[src/rtl/obwin_pkg.sv]
package obwin_pkg;
  localparam int NUM_WIN  = 3;
  localparam int NUM_FULL = 2;
  localparam int REG_AW   = 8;
  localparam int DW       = 32;
  localparam int AW       = 64;
  localparam int IDX_W    = $clog2(NUM_WIN);

  localparam logic [REG_AW-1:0] BASE_OFS    = 8'h68;
  localparam logic [REG_AW-1:0] WIN_STRIDE  = 8'h14;
  localparam logic [REG_AW-1:0] LAST_SA_OFS = 8'h90;

  typedef enum logic [2:0] {
    F_LALO = 3'd0,
    F_LAHI = 3'd1,
    F_SA   = 3'd2,
    F_PCLO = 3'd3,
    F_PCHI = 3'd4
  } field_e;

  typedef struct packed {
    logic [NUM_WIN-1:0] laLo;
    logic [NUM_WIN-1:0] laHi;
    logic [NUM_WIN-1:0] sa;
    logic [NUM_WIN-1:0] pcLo;
    logic [NUM_WIN-1:0] pcHi;
    logic               capture;
  } wrStrobe_t;

  typedef struct packed {
    logic             valid;
    logic [IDX_W-1:0] win;
    field_e           fld;
  } rdSel_t;

  function automatic logic [DW-1:0] winSpan(input logic [DW-1:0] sa);
    logic [DW-1:0] s;
    s = ~(sa & ~DW'(1)) + DW'(1);
    if (s == '0) s = '1;
    return s;
  endfunction
endpackage

[src/rtl/obwin_ctrl.sv]
module obwin_ctrl
  import obwin_pkg::*;
(
  input  logic [REG_AW-1:0] regAddr,
  input  logic              regWrEn,
  input  logic              reqValid,
  output wrStrobe_t         ctl,
  output rdSel_t            sel
);
  logic [REG_AW-1:0] offs;

  always_comb begin
    sel  = '0;
    offs = '0;
    for (int w = 0; w < NUM_FULL; w++) begin
      offs = regAddr - REG_AW'(BASE_OFS + REG_AW'(w) * WIN_STRIDE);
      if (offs < WIN_STRIDE && offs[1:0] == 2'b00) begin
        sel.valid = 1'b1;
        sel.win   = IDX_W'(w);
        sel.fld   = field_e'(offs[4:2]);
      end
    end
    if (regAddr == LAST_SA_OFS) begin
      sel.valid = 1'b1;
      sel.win   = IDX_W'(NUM_WIN - 1);
      sel.fld   = F_SA;
    end
  end

  always_comb begin
    ctl = '0;
    ctl.capture = reqValid;
    if (regWrEn && sel.valid) begin
      case (sel.fld)
        F_LALO:  ctl.laLo[sel.win] = 1'b1;
        F_LAHI:  ctl.laHi[sel.win] = 1'b1;
        F_SA:    ctl.sa[sel.win]   = 1'b1;
        F_PCLO:  ctl.pcLo[sel.win] = 1'b1;
        F_PCHI:  ctl.pcHi[sel.win] = 1'b1;
        default: ;
      endcase
    end
  end
endmodule

[src/rtl/obwin_match.sv]
module obwin_match
  import obwin_pkg::*;
(
  input  logic [AW-1:0] localBase,
  input  logic [AW-1:0] pciBase,
  input  logic [DW-1:0] sizeAttr,
  input  logic [AW-1:0] reqAddr,
  output logic          hit,
  output logic [AW-1:0] xlat
);
  logic [AW-1:0] offset;
  logic [DW-1:0] span;

  assign offset = reqAddr - localBase;
  assign span   = winSpan(sizeAttr);
  assign hit    = sizeAttr[0] && (offset < {{(AW-DW){1'b0}}, span});
  assign xlat   = pciBase + offset;
endmodule

[src/rtl/obwin_dp.sv]
module obwin_dp
  import obwin_pkg::*;
(
  input  logic             clk,
  input  logic             rstN,
  input  wrStrobe_t        ctl,
  input  rdSel_t           sel,
  input  logic [DW-1:0]    regWdata,
  output logic [DW-1:0]    regRdata,
  input  logic [AW-1:0]    reqAddr,
  output logic             rspValid,
  output logic             rspHit,
  output logic             rspMiss,
  output logic [IDX_W-1:0] rspIdx,
  output logic [AW-1:0]    rspPciAddr
);
  logic [NUM_WIN-1:0][AW-1:0] laVec;
  logic [NUM_WIN-1:0][AW-1:0] pcVec;
  logic [NUM_WIN-1:0][DW-1:0] saVec;
  logic [NUM_WIN-1:0][AW-1:0] xlatVec;
  logic [NUM_WIN-1:0]         hitVec;

  for (genvar w = 0; w < NUM_WIN; w++) begin : g_win
    logic [DW-1:0] saQ;
    always_ff @(posedge clk) begin
      if (!rstN)           saQ <= '0;
      else if (ctl.sa[w])  saQ <= regWdata;
    end
    assign saVec[w] = saQ;

    if (w < NUM_FULL) begin : g_full
      logic [AW-1:0] laQ;
      logic [AW-1:0] pcQ;
      always_ff @(posedge clk) begin
        if (!rstN) begin
          laQ <= '0;
          pcQ <= '0;
        end else begin
          if (ctl.laLo[w]) laQ[DW-1:0]  <= regWdata;
          if (ctl.laHi[w]) laQ[AW-1:DW] <= regWdata;
          if (ctl.pcLo[w]) pcQ[DW-1:0]  <= regWdata;
          if (ctl.pcHi[w]) pcQ[AW-1:DW] <= regWdata;
        end
      end
      assign laVec[w] = laQ;
      assign pcVec[w] = pcQ;
    end else begin : g_fixed
      assign laVec[w] = '0;
      assign pcVec[w] = '0;
    end

    obwin_match u_match (
      .localBase (laVec[w]),
      .pciBase   (pcVec[w]),
      .sizeAttr  (saVec[w]),
      .reqAddr   (reqAddr),
      .hit       (hitVec[w]),
      .xlat      (xlatVec[w])
    );
  end

  // readback mux
  always_comb begin
    regRdata = '0;
    if (sel.valid) begin
      case (sel.fld)
        F_LALO:  regRdata = laVec[sel.win][DW-1:0];
        F_LAHI:  regRdata = laVec[sel.win][AW-1:DW];
        F_SA:    regRdata = saVec[sel.win];
        F_PCLO:  regRdata = pcVec[sel.win][DW-1:0];
        F_PCHI:  regRdata = pcVec[sel.win][AW-1:DW];
        default: regRdata = '0;
      endcase
    end
  end

  // lowest index wins
  logic             anyHit;
  logic [IDX_W-1:0] winIdx;
  always_comb begin
    anyHit = 1'b0;
    winIdx = '0;
    for (int w = NUM_WIN - 1; w >= 0; w--) begin
      if (hitVec[w]) begin
        anyHit = 1'b1;
        winIdx = IDX_W'(w);
      end
    end
  end

  always_ff @(posedge clk) begin
    if (!rstN) begin
      rspValid   <= 1'b0;
      rspHit     <= 1'b0;
      rspMiss    <= 1'b0;
      rspIdx     <= '0;
      rspPciAddr <= '0;
    end else begin
      rspValid <= ctl.capture;
      if (ctl.capture) begin
        rspHit     <= anyHit;
        rspMiss    <= !anyHit;
        rspIdx     <= anyHit ? winIdx : '0;
        rspPciAddr <= anyHit ? xlatVec[winIdx] : '0;
      end
    end
  end
endmodule

[src/rtl/obwin_xlate.sv]
module obwin_xlate
  import obwin_pkg::*;
(
  input  logic              clk,
  input  logic              rstN,
  input  logic [REG_AW-1:0] regAddr,
  input  logic              regWrEn,
  input  logic [DW-1:0]     regWdata,
  output logic [DW-1:0]     regRdata,
  input  logic              reqValid,
  input  logic [AW-1:0]     reqAddr,
  output logic              rspValid,
  output logic              rspHit,
  output logic              rspMiss,
  output logic [IDX_W-1:0]  rspIdx,
  output logic [AW-1:0]     rspPciAddr
);
  wrStrobe_t ctl;
  rdSel_t    sel;

  obwin_ctrl u_ctrl (
    .regAddr  (regAddr),
    .regWrEn  (regWrEn),
    .reqValid (reqValid),
    .ctl      (ctl),
    .sel      (sel)
  );

  obwin_dp u_dp (
    .clk        (clk),
    .rstN       (rstN),
    .ctl        (ctl),
    .sel        (sel),
    .regWdata   (regWdata),
    .regRdata   (regRdata),
    .reqAddr    (reqAddr),
    .rspValid   (rspValid),
    .rspHit     (rspHit),
    .rspMiss    (rspMiss),
    .rspIdx     (rspIdx),
    .rspPciAddr (rspPciAddr)
  );
endmodule

[config.mk]
export PLATFORM = sky130hd
export DESIGN_NAME = obwin_xlate
export DESIGN_NICKNAME = d
export VERILOG_FILES = /design/src/rtl/obwin_pkg.sv /design/src/rtl/obwin_ctrl.sv /design/src/rtl/obwin_match.sv /design/src/rtl/obwin_dp.sv /design/src/rtl/obwin_xlate.sv
export SDC_FILE = /design/constraint.sdc
export NUM_CORES = 2
export LEC_CHECK = 0
export BUFFER_PORTS_ARGS = -buffer_cell sky130_fd_sc_hd__buf_2
export CORE_MARGIN = 3
export CORE_UTILIZATION = 35
export CTS_CLUSTER_SIZE = 8
export DETAILED_ROUTE_END_ITERATION = 12
export GPL_TIMING_DRIVEN = 0
export PLACE_DENSITY = 0.53
export SLEW_MARGIN = 20
export SYNTH_ARGS = -nofsm -noshare
export SYNTH_HDL_FRONTEND = slang
export SYNTH_SLANG_ARGS = --single-unit
[constraint.sdc]
create_clock -name clk -period 16.6 [get_ports clk]
set_input_delay 1.66 -clock clk [delete_from_list [all_inputs] [get_ports clk]]
set_output_delay 1.66 -clock clk [all_outputs]
set_load 0.005 [all_outputs]
# Word level (Yosys, flattened, before mapping)
# Index checks and enable logic that the tools add are counted.
[op_classes] addsub=9 order_cmp=8 eq_ne=5 mux=32 n_bitwise=3 reduce_logical=14
[ops] op="$bmux 64 s2" n=3
[ops] op="$mux 64" n=4
[ops] op="$lt 64x32->1" n=3
[ops] op="$mux 32" n=5
[ops] op="$pmux 32 s5" n=1
[ops] op="$add 64x64->64" n=2
[ops] op="$sub 64x64->64" n=2
[ops] op="$add 32x1->32 const B" n=3
[ops] op="$logic_not 32->1" n=3
[ops] op="$not 32->32" n=3
[ops] op="$bmux 32 s2" n=1
[ops] op="$mux 6" n=3
[ops] op="$lt 8x5->1 const B" n=2
[ops] op="$sub 8x7->8 const B" n=2
[ops] op="$mux 14" n=1
[ops] op="$mux 3" n=4
[ops] op="$mux 2" n=5
[ops] op="$eq 8x8->1 const B" n=1
[ops] op="$logic_and 1x1->1" n=7
[ops] op="$eq 3x2->1 const B" n=2
[ops] op="$lt 2x3->1 const B" n=2
[ops] op="$logic_not 2->1" n=2
[ops] op="$mux 1" n=4
[ops] op="$eq 3x1->1 const B" n=1
[ops] op="other kinds (5)" n=5
[totals] reg_bits=421 input_bits=108 out_inout_bits=101

# Depth between registers and ports, before layout
[depth] word_depth=12 ltp_mapped=30

# By module
# Synthesis repeated with hierarchy kept, for this count alone.
[hier_totals] hier_cells=6285 hier_area_um2=48391.4
[modules_own_cells] mod="obwin_dp" n_inst=1 cells_per_inst=1956 area_per_inst_um2=19620.1
[modules_own_cells] mod="obwin_match at u_dp.g_win[0].u_match" n_inst=1 cells_per_inst=1472 area_per_inst_um2=9704.3
[modules_own_cells] mod="obwin_match at u_dp.g_win[1].u_match" n_inst=1 cells_per_inst=1443 area_per_inst_um2=9613.0
[modules_own_cells] mod="obwin_match at u_dp.g_win[2].u_match" n_inst=1 cells_per_inst=1351 area_per_inst_um2=8998.6
[modules_own_cells] mod="obwin_ctrl" n_inst=1 cells_per_inst=63 area_per_inst_um2=455.4

# Worst setup path before layout
# Ideal clock, no wire load.
[synth_path] path_kind="in2reg" start="in reqAddr[0]" end="reg u_dp.rspPciAddr[20]" setup_time_ns=0.073 arrival_ns=6.882 slack_ns=9.645 path_stages=30 n_path_buf=2 path_cell_list="inv_1 -> ha_1 -> inv_1 -> fa_1 -> a21o_1 -> nand4_1 -> a2111o_1 -> nand2_1 -> a31oi_1 -> o21ai_0 -> nand3_1 -> a21oi_1 -> nor2_1 -> xnor2_1 -> ha_1 -> a21o_1 -> a21o_1 -> a21o_1 -> a21o_1 -> a221oi_1 -> o221a_2 -> o211ai_1 -> nor4b_2 -> nand4_1 -> or4_1 -> buf_6 -> o22ai_4 -> nand2_4 -> buf_6 -> o211ai_2"
[synth_via] elab_chain_cells=8 elab_cells_between_ends=19 classes_between="add/sub (4); order compare (3); mux (9); reduce/logical (3)"
[synth_rtl] item="from (decl)" line="obwin_xlate.sv:11" rtl="input logic [AW-1:0] reqAddr,"
[synth_rtl] item="$sub 64x64->64 / $lt 64x32->1 (equally long branches)" line="obwin_match.sv:14, obwin_match.sv:16"
[synth_rtl] item="$lt 64x32->1 / $logic_and 1x1->1 (equally long branches)" line="obwin_match.sv:16" rtl="assign hit = sizeAttr[0] && (offset < {{(AW-DW){1'b0}}, span});"
[synth_rtl] item="$logic_and 1x1->1 / $mux 2 (equally long branches)" line="obwin_match.sv:16, obwin_dp.sv:84"
[synth_rtl] item="$mux 2 (2 in series)" line="obwin_dp.sv:84" rtl="if (hitVec[w]) begin"
[synth_rtl] item="$bmux 64 s2" line="obwin_dp.sv:104" rtl="rspPciAddr <= anyHit ? xlatVec[winIdx] : '0;"
[synth_rtl] item="$mux 64 (not written as such)" line="obwin_dp.sv:104"
[synth_rtl] item="$mux 64 (*)" line="obwin_dp.sv:104"
[synth_rtl] item="to (signal assigned)" line="obwin_dp.sv:104"
[synth_rtl] item="to (decl)" line="obwin_dp.sv:15" rtl="output logic [AW-1:0] rspPciAddr"
# Mark *: on every way between the ends. The rest lies on a longest branch, timed or not. The select of a mux whose other input is x is not followed.
# A chain may end at the register's enable or synchronous reset.

# Worst setup path in the final report
[layout_path] start="in reqAddr[0]" end="reg u_dp.rspPciAddr[3]"
# The elaborated chain is that of the path after synthesis.

==> flow_summary.yaml <==
status:
  outcome: "finished, final reports clean"
worst_setup_path:
  critPathTopFamily: "compound AO/OA/AOI/OAI gates"
  end_kind: "flop"
  path_max_fanout: 9
  cp_num_buf_inv: 2
  r2r_start: "u_dp.g_win[0].g_full.laQ[8]"
  crit_path_max_incr_delay_ns: 1.13
  crit_type: "input pin to flop"
  required_ns: 17.18
  worstRegToRegCells: 24
  worst_path_most_repeated_cell: "a21o_1"
  rrSetupSlack_ns: 6.90
  worstPathArrival_ns: 11.19
  startpoint_type: "input pin"
  crit_chain: "buf_2 -> inv_1 -> ha_1 -> nor2b_1 -> o31a_1 -> o211a_1 -> o31a_1 -> o21ai_0 -> o21ai_0 -> xor2_1 -> ha_1 -> a21o_1 -> a21o_1 -> a21o_1 -> a21o_1 -> a221oi_1 -> o221ai_1 -> a21oi_1 -> nor4bb_1 -> nand4_1 -> nor4_4 -> nand4_1 -> a211oi_1 -> or3_1"
  r2r_end: "u_dp.rspPciAddr[3]"
  cp_slowest_cell: "a211oi_1"
timing:
  fin_worst_skew_ns: 0.03563
  hold_violations: 0
  rsz0062_at_grt: "false"
  hold_ws_ns: 0.4399
  maxSlewViolCount: 0
  finalWorstSetupSlack_ns: 5.989
  period_share_pct: 63.92
  slew_headroom_pct: 8.455
  tightestPinTransition_ns: 1.352
  fmax_mhz: 94.24
  report.final.setup_viol: 0
  setup_tns_ns: 0
  period_needed_ns: 10.61
global_route:
  grt_pass1_vias: 43230
  grt_usage_pct: 40.97
  grt_start_max_net_pins: 11
  grt.overflow.total: 0
  grt_pass1_wl_um: 346100
  antenna_found_initial: 29
place:
  dp_hpwl_um: 214100
  place_ws_ns: 5.618
  port_buffers: 208
  place.gp.congestion: 1.153
logic_synthesis:
  synth_edf_count: 0
  ys_seq_area_share_pct: 20.77
  syn_inst: 5837
  yosysTopAreaCellShare_pct: 20.77
  synth.avg_cell_area_um2: 6.953
  synthDistinctLibCells: 110
  syn-cell-area_mm2: 0.04059
  synthFlopType: "dfxtp_1"
  async_reset_ff_share_pct: 0
  synth_fp_nets: 6302
  synth.area.top_cells: "dfxtp_1 (21%), ha_1 (11%), nand2_1 (10%), a21oi_1 (9.4%), xnor2_1 (3.9%)"
  yosysWarnings: 0
  synth_top_cell_by_area: "dfxtp_1"
  ys_ff_latch: 421
floorplanning:
  die_w_um: 346.5
  rows: 124
  io_pins: 209
  die_area_mm2: 0.1201
  floorplan.initialDensity_pct: 35.40
  coreArea_mm2: 0.1147
  die_h_um: 346.5
cts:
  path_clk_slew_ns: 0.05
  clock-sinks: 421
  cts_tree: "built"
  root_buffer: "clkbuf_16"
  h-tree-depth: 3
  cts_hold_buf: 0
  cts-buffers-inserted: 66
  cts-resized-gates: 0
  clock_latency_ns: 0.66
  clockBufferDepth: 3
  cts_setup_buffers: 0
routing:
  first_pass_iters: 7
  via_per_inst: 6.304
  routed_wl_um: 258400
  vias: 48420
  drc: 0
  antenna_left: 0
  dr.first_iter.drc_count: 6965
  wl_per_cell_um: 33.64
flow_run:
  drv_cap: 0
power_and_ir_drop:
  ir_worst_vdd_mv: 0.06705
  switching_share_pct: 36.51
  seq_power_share_pct: 31.9
  power_frac_comb_pct: 26.8
  p_leak_nw: 18.75
  power.internal_mw: 2.026
  power.density_mw_per_mm2: 69.49
  clock_power_share_pct: 41.4
  netSwitchingPower_mw: 1.165
cells_and_area:
  drive_gt1_share_pct: 7.707
  finalNetCount: 6591
  area_growth_pct: 13.12
worst_hold_path:
  holdPathEnd: "u_dp.rspPciAddr[43]"
  min_path_type: "flop to flop"
  min_from: "u_dp.rspPciAddr[43]"
  hold_path_depth: 2
==> tightest hold or removal path, cell delays in order (launching register included) <==
cell and delay [ns]:
dfxtp_1 0.30, nand2_1 0.04, o21ai_1 0.05
==> synthesized netlist by cell type (27+ instances only) <==
library cell     n
a211oi_1        30
a21o_1         180
a21oi_1        762
a31oi_1         44
and2_1          27
and3_1          49
clkbuf_1       319
dfxtp_1        421
ha_1           353
inv_1          224
mux2i_1         84
nand2_1       1113
nand2b_1        41
nand3_1        131
nand4_1        121
nor2_1         419
nor2b_1         39
nor3_1         115
nor4_1          53
o211ai_1        78
o21a_1          49
o21ai_0        236
o21ai_1         42
o21bai_1        39
o22ai_1         49
o31ai_1         30
or3_1           58
or4_1           30
xnor2_1        181
xor2_1         111
==> how the worst max path moves through the flow <==
stage,startpoint,to,slack [ns],cells past startpoint
2_1_floorplan,reqAddr[0],u_dp.rspPciAddr[20],9.64,30
3_3_place_gp,reqAddr[0],u_dp.rspPciAddr[3],5.48,22
3_5_place_dp,reqAddr[0],u_dp.rspPciAddr[3],5.62,24
4_1_cts,reqAddr[0],u_dp.rspPciAddr[3],6.27,24
5_1_grt,reqAddr[0],u_dp.rspPciAddr[3],6.21,24
6_report,reqAddr[0],u_dp.rspPciAddr[3],5.99,24
==> routing by layer <==
metal	share of wire, %	global-route usage [%]	vias to the layer above	wire [um]
met3	12	10.69	701	30150
met5	0.0050	0	-	13
met2	41	59.41	3131	104700
li1	-	-	21460	-
met4	8.1	27.37	2	20850
met1	40	53.25	23120	102600
==> cells in the final DEF, fill, tap and decap left out, types with 28 or more instances in the layout <==
cell / n
o21bai_1: 39
inv_1: 224
ha_1: 353
dfxtp_1: 421
buf_2: 233
o31ai_1: 28
or4_1: 30
nand4_1: 121
a21oi_1: 761
nand3_1: 131
xnor2_1: 180
a211oi_1: 29
o21ai_0: 235
clkbuf_1: 295
xor2_1: 111
o211ai_1: 78
o21a_1: 49
nor4_1: 49
a21o_1: 180
o22ai_1: 49
or3_1: 58
o21ai_1: 43
nor3_1: 115
nor2_1: 419
and3_1: 49
nand2b_1: 41
nor2b_1: 39
clkbuf_16: 68
clkbuf_2: 35
mux2i_1: 84
a31oi_1: 44
nand2_1: 1113
==> logic make-up (layout without fill, tap and decap cells) <==
group	Yosys count	after routing	synth area share, %
multiplexers	102	102	2.932
other	0	18	0
adder cells (fa/ha/maj)	357	357	11.08
flip-flops	421	421	20.77
AND/OR/NAND/NOR	2291	2291	25.84
buffers and inverters	603	916	5.885
AO/OA/AOI/OAI	1771	1771	27.19
XOR/XNOR	292	292	6.301
==> power groups by stage <==
stage	logic, mW	registers [mW]	clock network [mW]
floorplan	0.463	1.04	0
global placement	0.799	1.04	0
detailed placement	0.810	1.04	0
CTS	0.815	1.02	1.33
global route	0.888	1.02	1.35
finish	0.854	1.02	1.32
==> sequential cells by signal (all words and copies together), names as in the netlist <==
| register | flops |
|---|---|
| u_dp.g_win.g_full.pcQ | 128 |
| u_dp.g_win.g_full.laQ | 128 |
| u_dp.rspPciAddr | 64 |
| u_dp.rspIdx | 2 |
| u_dp.g_win.saQ | 96 |
| u_dp.rspHit | 1 |
| u_dp.rspValid | 1 |
| u_dp.rspMiss | 1 |
==> area by class of cell <==
type                       count  area, um2
buffer                       378       1588
sequential                   421       8428
multi-input combinational   4813      29870
clock inverter                 7      86.33
antenna                       18      45.04
fill                       12470      68740
clock buffer                  85       1836
timing repair buffer         221       1326
inverter                     225      844.6
tap                         1512       1892
==> metrics by stage <==
step	power [mW]	std cells	instance area [um2]	utilization, %
floorplan	1.499	5837	40590	-
global placement	1.836	7557	43520	37.96
detailed placement	1.847	7570	43930	38.32
CTS	3.157	7662	45860	40.00
global route	3.254	7662	45870	40.00
finish	3.190	7680	45910	40.04
(Power assumes the default switching activity.)
